[src/rtl/segxlat_pkg.sv]
package segxlat_pkg;

  // Strobes handed from control to datapath each cycle
  typedef struct packed {
    logic capture;   // a request is being answered this cycle
    logic fault;     // the answer is a trap
  } xlatStrobe_t;

endpackage

[src/rtl/segxlat_table.sv]
module segxlat_table #(
  parameter int SEG_COUNT = 8,
  parameter int ADDR_W    = 16,
  localparam int IDX_W    = $clog2(SEG_COUNT)
) (
  input  logic              clk,
  input  logic              rstN,
  input  logic              wrEn,
  input  logic [IDX_W-1:0]  wrSeg,
  input  logic [ADDR_W-1:0] wrBase,
  input  logic [ADDR_W-1:0] wrLimit,
  input  logic [IDX_W-1:0]  rdIdx,
  output logic [ADDR_W-1:0] rdBase,
  output logic [ADDR_W-1:0] rdLimit
);

  logic [ADDR_W-1:0] baseQ  [SEG_COUNT];
  logic [ADDR_W-1:0] limitQ [SEG_COUNT];
  logic [SEG_COUNT-1:0] wrHit;

  // one-hot decode of the write target
  for (genvar g = 0; g < SEG_COUNT; g++) begin : gDecode
    assign wrHit[g] = wrEn && (wrSeg == IDX_W'(g));
  end

  always_ff @(posedge clk) begin
    for (int i = 0; i < SEG_COUNT; i++) begin
      if (!rstN) begin
        baseQ[i]  <= '0;
        limitQ[i] <= '0;
      end else if (wrHit[i]) begin
        baseQ[i]  <= wrBase;
        limitQ[i] <= wrLimit;
      end
    end
  end

  // read before write: the register value is the pre-edge content
  assign rdBase  = baseQ[rdIdx];
  assign rdLimit = limitQ[rdIdx];

endmodule

[src/rtl/segxlat_ctrl.sv]
module segxlat_ctrl
  import segxlat_pkg::*;
#(
  parameter int SEG_COUNT = 8,
  parameter int SEG_W     = 4,
  localparam int IDX_W    = $clog2(SEG_COUNT)
) (
  input  logic             reqValid,
  input  logic [SEG_W-1:0] reqSeg,
  input  logic             offsetOk,
  output logic [IDX_W-1:0] rdIdx,
  output xlatStrobe_t      strobe
);

  logic segInRange;

  assign segInRange = int'(reqSeg) < SEG_COUNT;
  assign rdIdx      = reqSeg[IDX_W-1:0];

  always_comb begin
    strobe.capture = reqValid;
    strobe.fault   = !segInRange || !offsetOk;
  end

endmodule

[src/rtl/segxlat_datapath.sv]
module segxlat_datapath
  import segxlat_pkg::*;
#(
  parameter int ADDR_W  = 16,
  localparam int PHYS_W = ADDR_W + 1
) (
  input  logic              clk,
  input  logic              rstN,
  input  xlatStrobe_t       strobe,
  input  logic [ADDR_W-1:0] segBase,
  input  logic [ADDR_W-1:0] segLimit,
  input  logic [ADDR_W-1:0] offset,
  output logic              offsetOk,
  output logic              outValid,
  output logic              outTrap,
  output logic [PHYS_W-1:0] outPhys
);

  logic [PHYS_W-1:0] sum;

  assign offsetOk = offset < segLimit;
  assign sum      = {1'b0, segBase} + {1'b0, offset};

  always_ff @(posedge clk) begin
    if (!rstN) begin
      outValid <= 1'b0;
      outTrap  <= 1'b0;
      outPhys  <= '0;
    end else begin
      outValid <= strobe.capture;
      outTrap  <= strobe.capture && strobe.fault;
      outPhys  <= (strobe.capture && !strobe.fault) ? sum : '0;
    end
  end

endmodule

[src/rtl/segxlat.sv]
module segxlat
  import segxlat_pkg::*;
#(
  parameter int SEG_COUNT = 8,
  parameter int SEG_W     = 4,
  parameter int ADDR_W    = 16,
  localparam int IDX_W    = $clog2(SEG_COUNT),
  localparam int PHYS_W   = ADDR_W + 1
) (
  input  logic              clk,
  input  logic              rstN,
  input  logic              wrEn,
  input  logic [IDX_W-1:0]  wrSeg,
  input  logic [ADDR_W-1:0] wrBase,
  input  logic [ADDR_W-1:0] wrLimit,
  input  logic              reqValid,
  input  logic [SEG_W-1:0]  reqSeg,
  input  logic [ADDR_W-1:0] reqOffset,
  output logic              outValid,
  output logic              outTrap,
  output logic [PHYS_W-1:0] outPhys
);

  logic [IDX_W-1:0]  rdIdx;
  logic [ADDR_W-1:0] segBase;
  logic [ADDR_W-1:0] segLimit;
  logic              offsetOk;
  xlatStrobe_t       strobe;

  segxlat_table #(.SEG_COUNT(SEG_COUNT), .ADDR_W(ADDR_W)) u_table (
    .clk(clk), .rstN(rstN),
    .wrEn(wrEn), .wrSeg(wrSeg), .wrBase(wrBase), .wrLimit(wrLimit),
    .rdIdx(rdIdx), .rdBase(segBase), .rdLimit(segLimit)
  );

  segxlat_ctrl #(.SEG_COUNT(SEG_COUNT), .SEG_W(SEG_W)) u_ctrl (
    .reqValid(reqValid), .reqSeg(reqSeg), .offsetOk(offsetOk),
    .rdIdx(rdIdx), .strobe(strobe)
  );

  segxlat_datapath #(.ADDR_W(ADDR_W)) u_dp (
    .clk(clk), .rstN(rstN), .strobe(strobe),
    .segBase(segBase), .segLimit(segLimit), .offset(reqOffset),
    .offsetOk(offsetOk), .outValid(outValid), .outTrap(outTrap),
    .outPhys(outPhys)
  );

endmodule

[config.mk]
export PLATFORM = sky130hd
export DESIGN_NAME = segxlat
export DESIGN_NICKNAME = d
export VERILOG_FILES = /design/src/rtl/segxlat_pkg.sv /design/src/rtl/segxlat_table.sv /design/src/rtl/segxlat_ctrl.sv /design/src/rtl/segxlat_datapath.sv /design/src/rtl/segxlat.sv
export SDC_FILE = /design/constraint.sdc
export NUM_CORES = 1
export LEC_CHECK = 0
export ABC_AREA = 1
export BUFFER_PORTS_ARGS = -buffer_cell sky130_fd_sc_hd__buf_2
export CORE_MARGIN = 2
export CORE_UTILIZATION = 32
export CTS_CLUSTER_SIZE = 20
export DETAILED_ROUTE_END_ITERATION = 8
export SETUP_SLACK_MARGIN = 0.05
export SKIP_CTS_REPAIR_TIMING = 1
export SYNTH_ARGS = -nofsm -noshare
export SYNTH_HDL_FRONTEND = slang
export SYNTH_SLANG_ARGS = --single-unit
export TNS_END_PERCENT = 50
[constraint.sdc]
create_clock -name clk -period 4.8 [get_ports clk]
set_input_delay 1.44 -clock clk [delete_from_list [all_inputs] [get_ports clk]]
set_output_delay 1.44 -clock clk [all_outputs]
set_load 0.005 [all_outputs]
# Word level (Yosys, flattened, before mapping)
# Memory sizes are Yosys's and may differ from the RTL's.
# Cells that the tools add are included.
[op_classes]
eq_ne = 7
n_mux = 41
reduce_logical = 16
bitwise_logic = 16
n_addsub = 1
magnitude_cmp = 2
[ops]
columns = ["operator", "n"]
rows = [
  ["16-bit 2-to-1 mux", 16],
  ["1-bit 2-to-1 mux", 25],
  ["16-bit by 16-bit adder with 17-bit output", 1],
  ["16-bit less-than comparator", 1],
  ["1-bit bitwise OR", 16],
  ["3-bit == test (second input constant)", 4],
  ["1-bit logical AND", 10],
  ["3-bit by 2-bit == test with 1-bit output (second input constant)", 2],
  ["4-bit less-than comparator (second input constant)", 1],
  ["3-bit by 1-bit == test with 1-bit output (second input constant)", 1],
  ["1-bit logical NOT", 3],
  ["3-bit logical NOT", 1],
  ["2-bit AND reduction", 1],
  ["1-bit logical OR", 1],
]
[word_totals]
ramBits = 256
ff_bits = 19
out_inout_bits = 19
elab_cells = 88
mem_count = 2
in_bits = 59
[mem_list]
columns = ["name", "depth", "width", "read_ports", "rd_clocked_by_memory_dff", "write_ports", "line", "rtl"]
rows = [
  ["u_table.baseQ", 8, 16, 1, 0, 8, "segxlat_table.sv:17", "logic [ADDR_W-1:0] baseQ [SEG_COUNT];"],
  ["u_table.limitQ", 8, 16, 1, 0, 8, "segxlat_table.sv:18", "logic [ADDR_W-1:0] limitQ [SEG_COUNT];"],
]

# Depth between registers and ports, before layout
# An unclocked memory read counts as a cell.
[depth]
depth_word = 7
ltp_mapped = 19
depth_no_buf = 16

# Modules after synthesis
# A second synthesis with hierarchy kept.
[hier_totals]
cells_unflattened = 1754
hier_area_um2 = 14397.6
[modules_own_cells]
columns = ["module", "area_per_inst_um2", "seq_area_each_um2", "instances", "cells_each"]
rows = [
  ["segxlat_table", 12479.5, 7687.4, 1, 1455],
  ["segxlat_datapath", 1880.6, 380.4, 1, 293],
  ["segxlat_ctrl", 37.5, 0.0, 1, 6],
]

# Least setup slack after synthesis
# Ideal clock, no wire load.
[synth_timing]
path_kind = "input-to-reg"
startpoint = "in wrSeg[0]"
endpoint = "mem u_table.baseQ[7][0] (enable)"
path_slack_ps = 542
t_arrival_ps = 3793
path_buffers = 0
t_required_ps = 4334
setup_ps = 466
stages = 2
path_cell_list = "nand2_1 -> o21ai_0"
[synth_rtl]
columns = ["element", "line", "rtl"]
rows = [
  ["start: declaration", "segxlat.sv:13", "input logic [IDX_W-1:0] wrSeg,"],
  ["end: declaration", "segxlat_table.sv:17", ""],
]

# Final worst setup path
[layout_timing]
startpoint = "in reqSeg[1]"
endpoint = "reg u_dp.outPhys[13]"
[layout_between]
elab_chain_len = 7
elab_cells_between_ends = 11
classes_between = "1 x add/sub; 2 x order compare; 6 x reduce/logical; 2 x memory"
[layout_lines]
columns = ["element", "line", "rtl"]
rows = [
  ["start: declaration", "segxlat.sv:17", "input logic [SEG_W-1:0] reqSeg,"],
  ["memory read 8 x 16 bit", "--", ""],
  ["16-bit less-than comparator", "segxlat_datapath.sv:21", "assign offsetOk = offset < segLimit;"],
  ["1-bit logical NOT", "segxlat_ctrl.sv:22", "strobe.fault = !segInRange || !offsetOk;"],
  ["1-bit logical OR", "segxlat_ctrl.sv:22", ""],
  ["1-bit logical NOT", "segxlat_datapath.sv:32", "outPhys <= (strobe.capture && !strobe.fault) ? sum : '0;"],
  ["1-bit logical AND", "segxlat_datapath.sv:32", ""],
  ["2-bit AND reduction (no line)", "--", ""],
  ["end signal: assignment", "segxlat_datapath.sv:32", ""],
  ["end: declaration", "segxlat_datapath.sv:16", "output logic [PHYS_W-1:0] outPhys"],
]
# Parallel ways exist; a longest one is shown, timed or not.
# A chain may end at the register's enable or synchronous reset.

==> results list <==
* Maximum clock path buffer count: 3
* Headroom to the max-slew limit: ~50%
- STA classifies the critical path endpoint as a flip-flop.
* GR Layer Usage met2: 27.5%
- The floorplan step defined a core boundary enclosing just under 40000 µm².
- Total design power: around 5.6 mW
- Across the run, the number of max-cap violations was 0.
* Number of buffers and inverters on the critical path: 4
* Placement row count: between 70 and 80
- The routed design could run at a clock period as short as roughly 3.7 ns.
* Global-route usage over all layers: around 17%
- Yosys mapped the design onto 34 distinct sky130hd cell types.
- After detailed routing, the number of vias per cell comes to 5.00.
- Clock edge transition at the registers on the reported setup and hold paths: 0.06 ns
* Pin slew with the least headroom to its limit: 0.741 ns
- Global-route layer with the greatest usage: met2
* Number of placed I/O pins: 78
- Pre-Repair DR Iteration Count: 5
* Wire length per cell after detailed routing: roughly 19 µm
- CTS built an H-tree with a depth of 1.
* Top FF cell, synth: sky130_fd_sc_hd__edfxtp_1
- After synthesis, the share of flip-flops with an asynchronous set or reset is 0%.
* Flop and latch count out of synthesis: 275
* Vert. Die Dim: slightly above 200 µm
- Floorplan die area: about 41000 µm²
- Setup repair after global routing left no endpoint under its margin.
* Pin count of the biggest net entering global routing: between 50 and 60
- Run status: completed
- The number of endpoints with negative hold slack in the final report is 0.
- Setup violations, final: 0
* GR Overflow Total: 0
* CTS Buf Count: 30
- The tightest hold path in the finished design has a slack of 0.923 ns.
- Clk_skew: 0.0114 ns
* Width of the chip: around 200 µm
- At the end of routability-driven placement, the weighted congestion stood at 0.863.
- In the routed design, unresolved DRC markers number 0.
- Across the VDD grid, the largest voltage drop is 0.000241 V.
* Pins Over Slew Limit: 0
* Slowest stage cell on the critical path: sky130_fd_sc_hd__a31oi_1
- The via count of the first global-routing pass is roughly 9100.
- The count of buffers added on input and output ports is just under 80.
- Gate count of the mapped netlist: approximately 1200
- For this run, global-route usage on met3 was measured as under 10%.
- Fraction of the core area covered by cells at the end of the flow: 37.5%
* Clock Latency Late Sink: about 0.56 ns
* Maximum frequency from static timing analysis: ~270 MHz
- The Yosys step of the flow raised 0 warnings.
- The detail route stage leaves a number of antenna-violating nets equal to 0.
- Summed over all layers, the routed wires come to between 30000 and 40000 µm.
- Of the synthesized area, sequential elements account for 63.9%.
- Via count: roughly 9300
- Ordered cell list for the critical path: buf_2 > inv_2 > buf_12 > o21ai_0 > o22ai_1 > nor2_1 > a31oi_1 > ha_1 > a21o_1 > nand3_1 > nand4_1 > a21oi_1 > xor2_1 > inv_1 > nor2_2
- Family of cells with the greatest summed delay on the critical path: compound AO/OA/AOI/OAI gates
* Worst endpoint required time: 5.30 ns
- Initial core utilization: about a third
- DRC violation total after the first TritonRoute iteration: 886
- Yosys mapped a number of flops with a built-in enable equal to roughly 260.
* Maximum net fanout on the critical path: around 40
- The tree is rooted in a sky130_fd_sc_hd__clkbuf_16.
* Area of the mapped netlist: roughly 13000 µm²
- Number of fillers in the final layout: ~3800
- P_leak: approximately 5.7 nW
* Clock tree from TritonCTS: yes
- The number of antenna violations at the first check in global routing came to 1.
- After routing, the total negative slack on setup checks comes to 0 ns.
- Kind of critical path: input pin to flip-flop
- For this design the ratio of total power to cell area is slightly below 400 nW/µm².
* Syn nets: about 1300
- Ratio of final minimum period to clock period: between 70% and 80%
- Met1 layer usage reported by global route: 24.7%
- Share of layout cells above drive strength 1: 12.0%
- Post-Synthesis Mean Instance Area: ~10 µm²
- STA classifies the critical path startpoint as an input pin.
- Hold WC Path Type: flip-flop to flip-flop
- Data arrival time of the worst path: 4.22 ns
- The first global-routing pass estimated between 50000 and 60000 µm of wire.
- Layout overhead on the synthesized area: 15.4%
* Worst stage delay on the critical path: between 0.3 and 0.4 ns
- CTS sink cnt: 275
- Detailed placement ended at an HPWL of ~21000 µm.
- Final Net Count: ~1400
==> cell usage in the layout, fill, tap and decap left out, drive strengths merged <==
cell	Yosys	routed
xor2	11	11
o22ai	31	31
fa	1	1
nand2	62	62
nand3	25	25
inv	65	64
edfxtp	256	256
clkbuf	67	38
a211oi	1	1
a21boi	1	1
ha	31	31
nand4	1	1
nor2	458	458
a31oi	16	16
clkinvlp	0	1
xnor2	3	3
a21o	2	2
o2111ai	2	2
o21bai	2	2
bufinv	0	2
buf	8	107
o21a	1	1
o221ai	15	15
a21oi	21	21
dfxtp	19	19
clkinv	0	14
o21ai	145	145
diode	0	1
nor3	3	3
a221oi	1	1
==> worst min-delay path: cells and delay by family (launching register included) <==
| family | cells | cell delay (ns) |
|---|---|---|
| DFF | 1 | 0.32 |
| AOI/OAI and AO/OA | 2 | 0.29 |
| and+or+nand+nor | 1 | 0.08 |
| buffers and inverters | 1 | 0.04 |
| adders and majority gates | 1 | 0.16 |
==> cells in the mapped netlist (all sizes together), types with 2 or more instances <==
cell type  instances  area [µm²]
a21o               2        15.0
a21oi             21         105
a31oi             16         100
buf                8        48.8
clkbuf            67         253
dfxtp             19         380
edfxtp           256        7690
ha                31         388
inv               65         244
nand2             62         235
nand3             25         138
nor2             458        1740
nor3               3        15.0
o2111ai            2        17.5
o21ai            145         726
o21bai             2        15.0
o221ai            15         131
o22ai             31         194
xnor2              3        26.3
xor2              11        96.3
==> power breakdown <==
group / switching, mW / total (mW) / leakage [nW] / internal (mW)
clock: 0.917 / 2.19 / 0.446 / 1.27
sequential: 0.0363 / 2.81 / 2.63 / 2.78
combinational: 0.443 / 0.643 / 2.59 / 0.200
total: 1.40 / 5.64 / 5.66 / 4.25
==> stage by stage <==
step           instance area, µm²  std cells  setup slack (ns)
2_1_floorplan               12600       1248             0.542
3_3_place_gp                13600       1798             0.560
3_5_place_dp                13600       1798             0.528
4_1_cts                     14600       1852              1.10
5_1_grt                     14600       1852             0.730
6_report                    14600       1853              1.07
==> state kept, by name, indices dropped and copies added, names as in the netlist <==
name and flops:
u_dp.outValid 1, u_table.baseQ 128, u_table.limitQ 128, u_dp.outTrap 1, u_dp.outPhys 17
==> area by class of cell <==
cell class	instances	area [µm²]	area share [%]
Antenna cell	1	2.50	0.0172
Sequential cell	275	8070	55.4
Tap cell	518	648	4.45
Timing Repair Buffer	107	663	4.55
Clock buffer	38	802	5.51
Inverter	65	245	1.68
Clock inverter	16	120	0.825
Multi-Input combinational cell	833	4020	27.6
==> cell families after synthesis <==
group | count (synthesis) | synth area share (%)
AO/OA/AOI/OAI | 238 | 10.6
XOR/XNOR | 14 | 0.972
adder cells (fa/ha/maj) | 32 | 3.23
buffers and inverters | 140 | 4.32
flip-flops | 275 | 63.9
AND/OR/NAND/NOR | 549 | 16.9
==> final timing paths <==
path	from	endpoint	slack, ns	cells after the start
worst max-delay path	reqSeg[1]	u_dp.outPhys[13]	1.07	15
worst min-delay path	u_table.baseQ[3][0]	u_dp.outPhys[0]	0.92	5
worst max register to register	u_table.limitQ[2][14]	u_dp.outPhys[8]	2.18	11
worst min register to register	u_table.baseQ[3][0]	u_dp.outPhys[0]	0.92	5
==> per-layer routing <==
layer | part of all wire (%) | vias up
met3 | 7.6 | 48
li1 | - | 4415
met2 | 46 | 349
met4 | 1.9 | 0
met1 | 45 | 4451
met5 | 0 | -
Power figures use the tool's default switching activity.
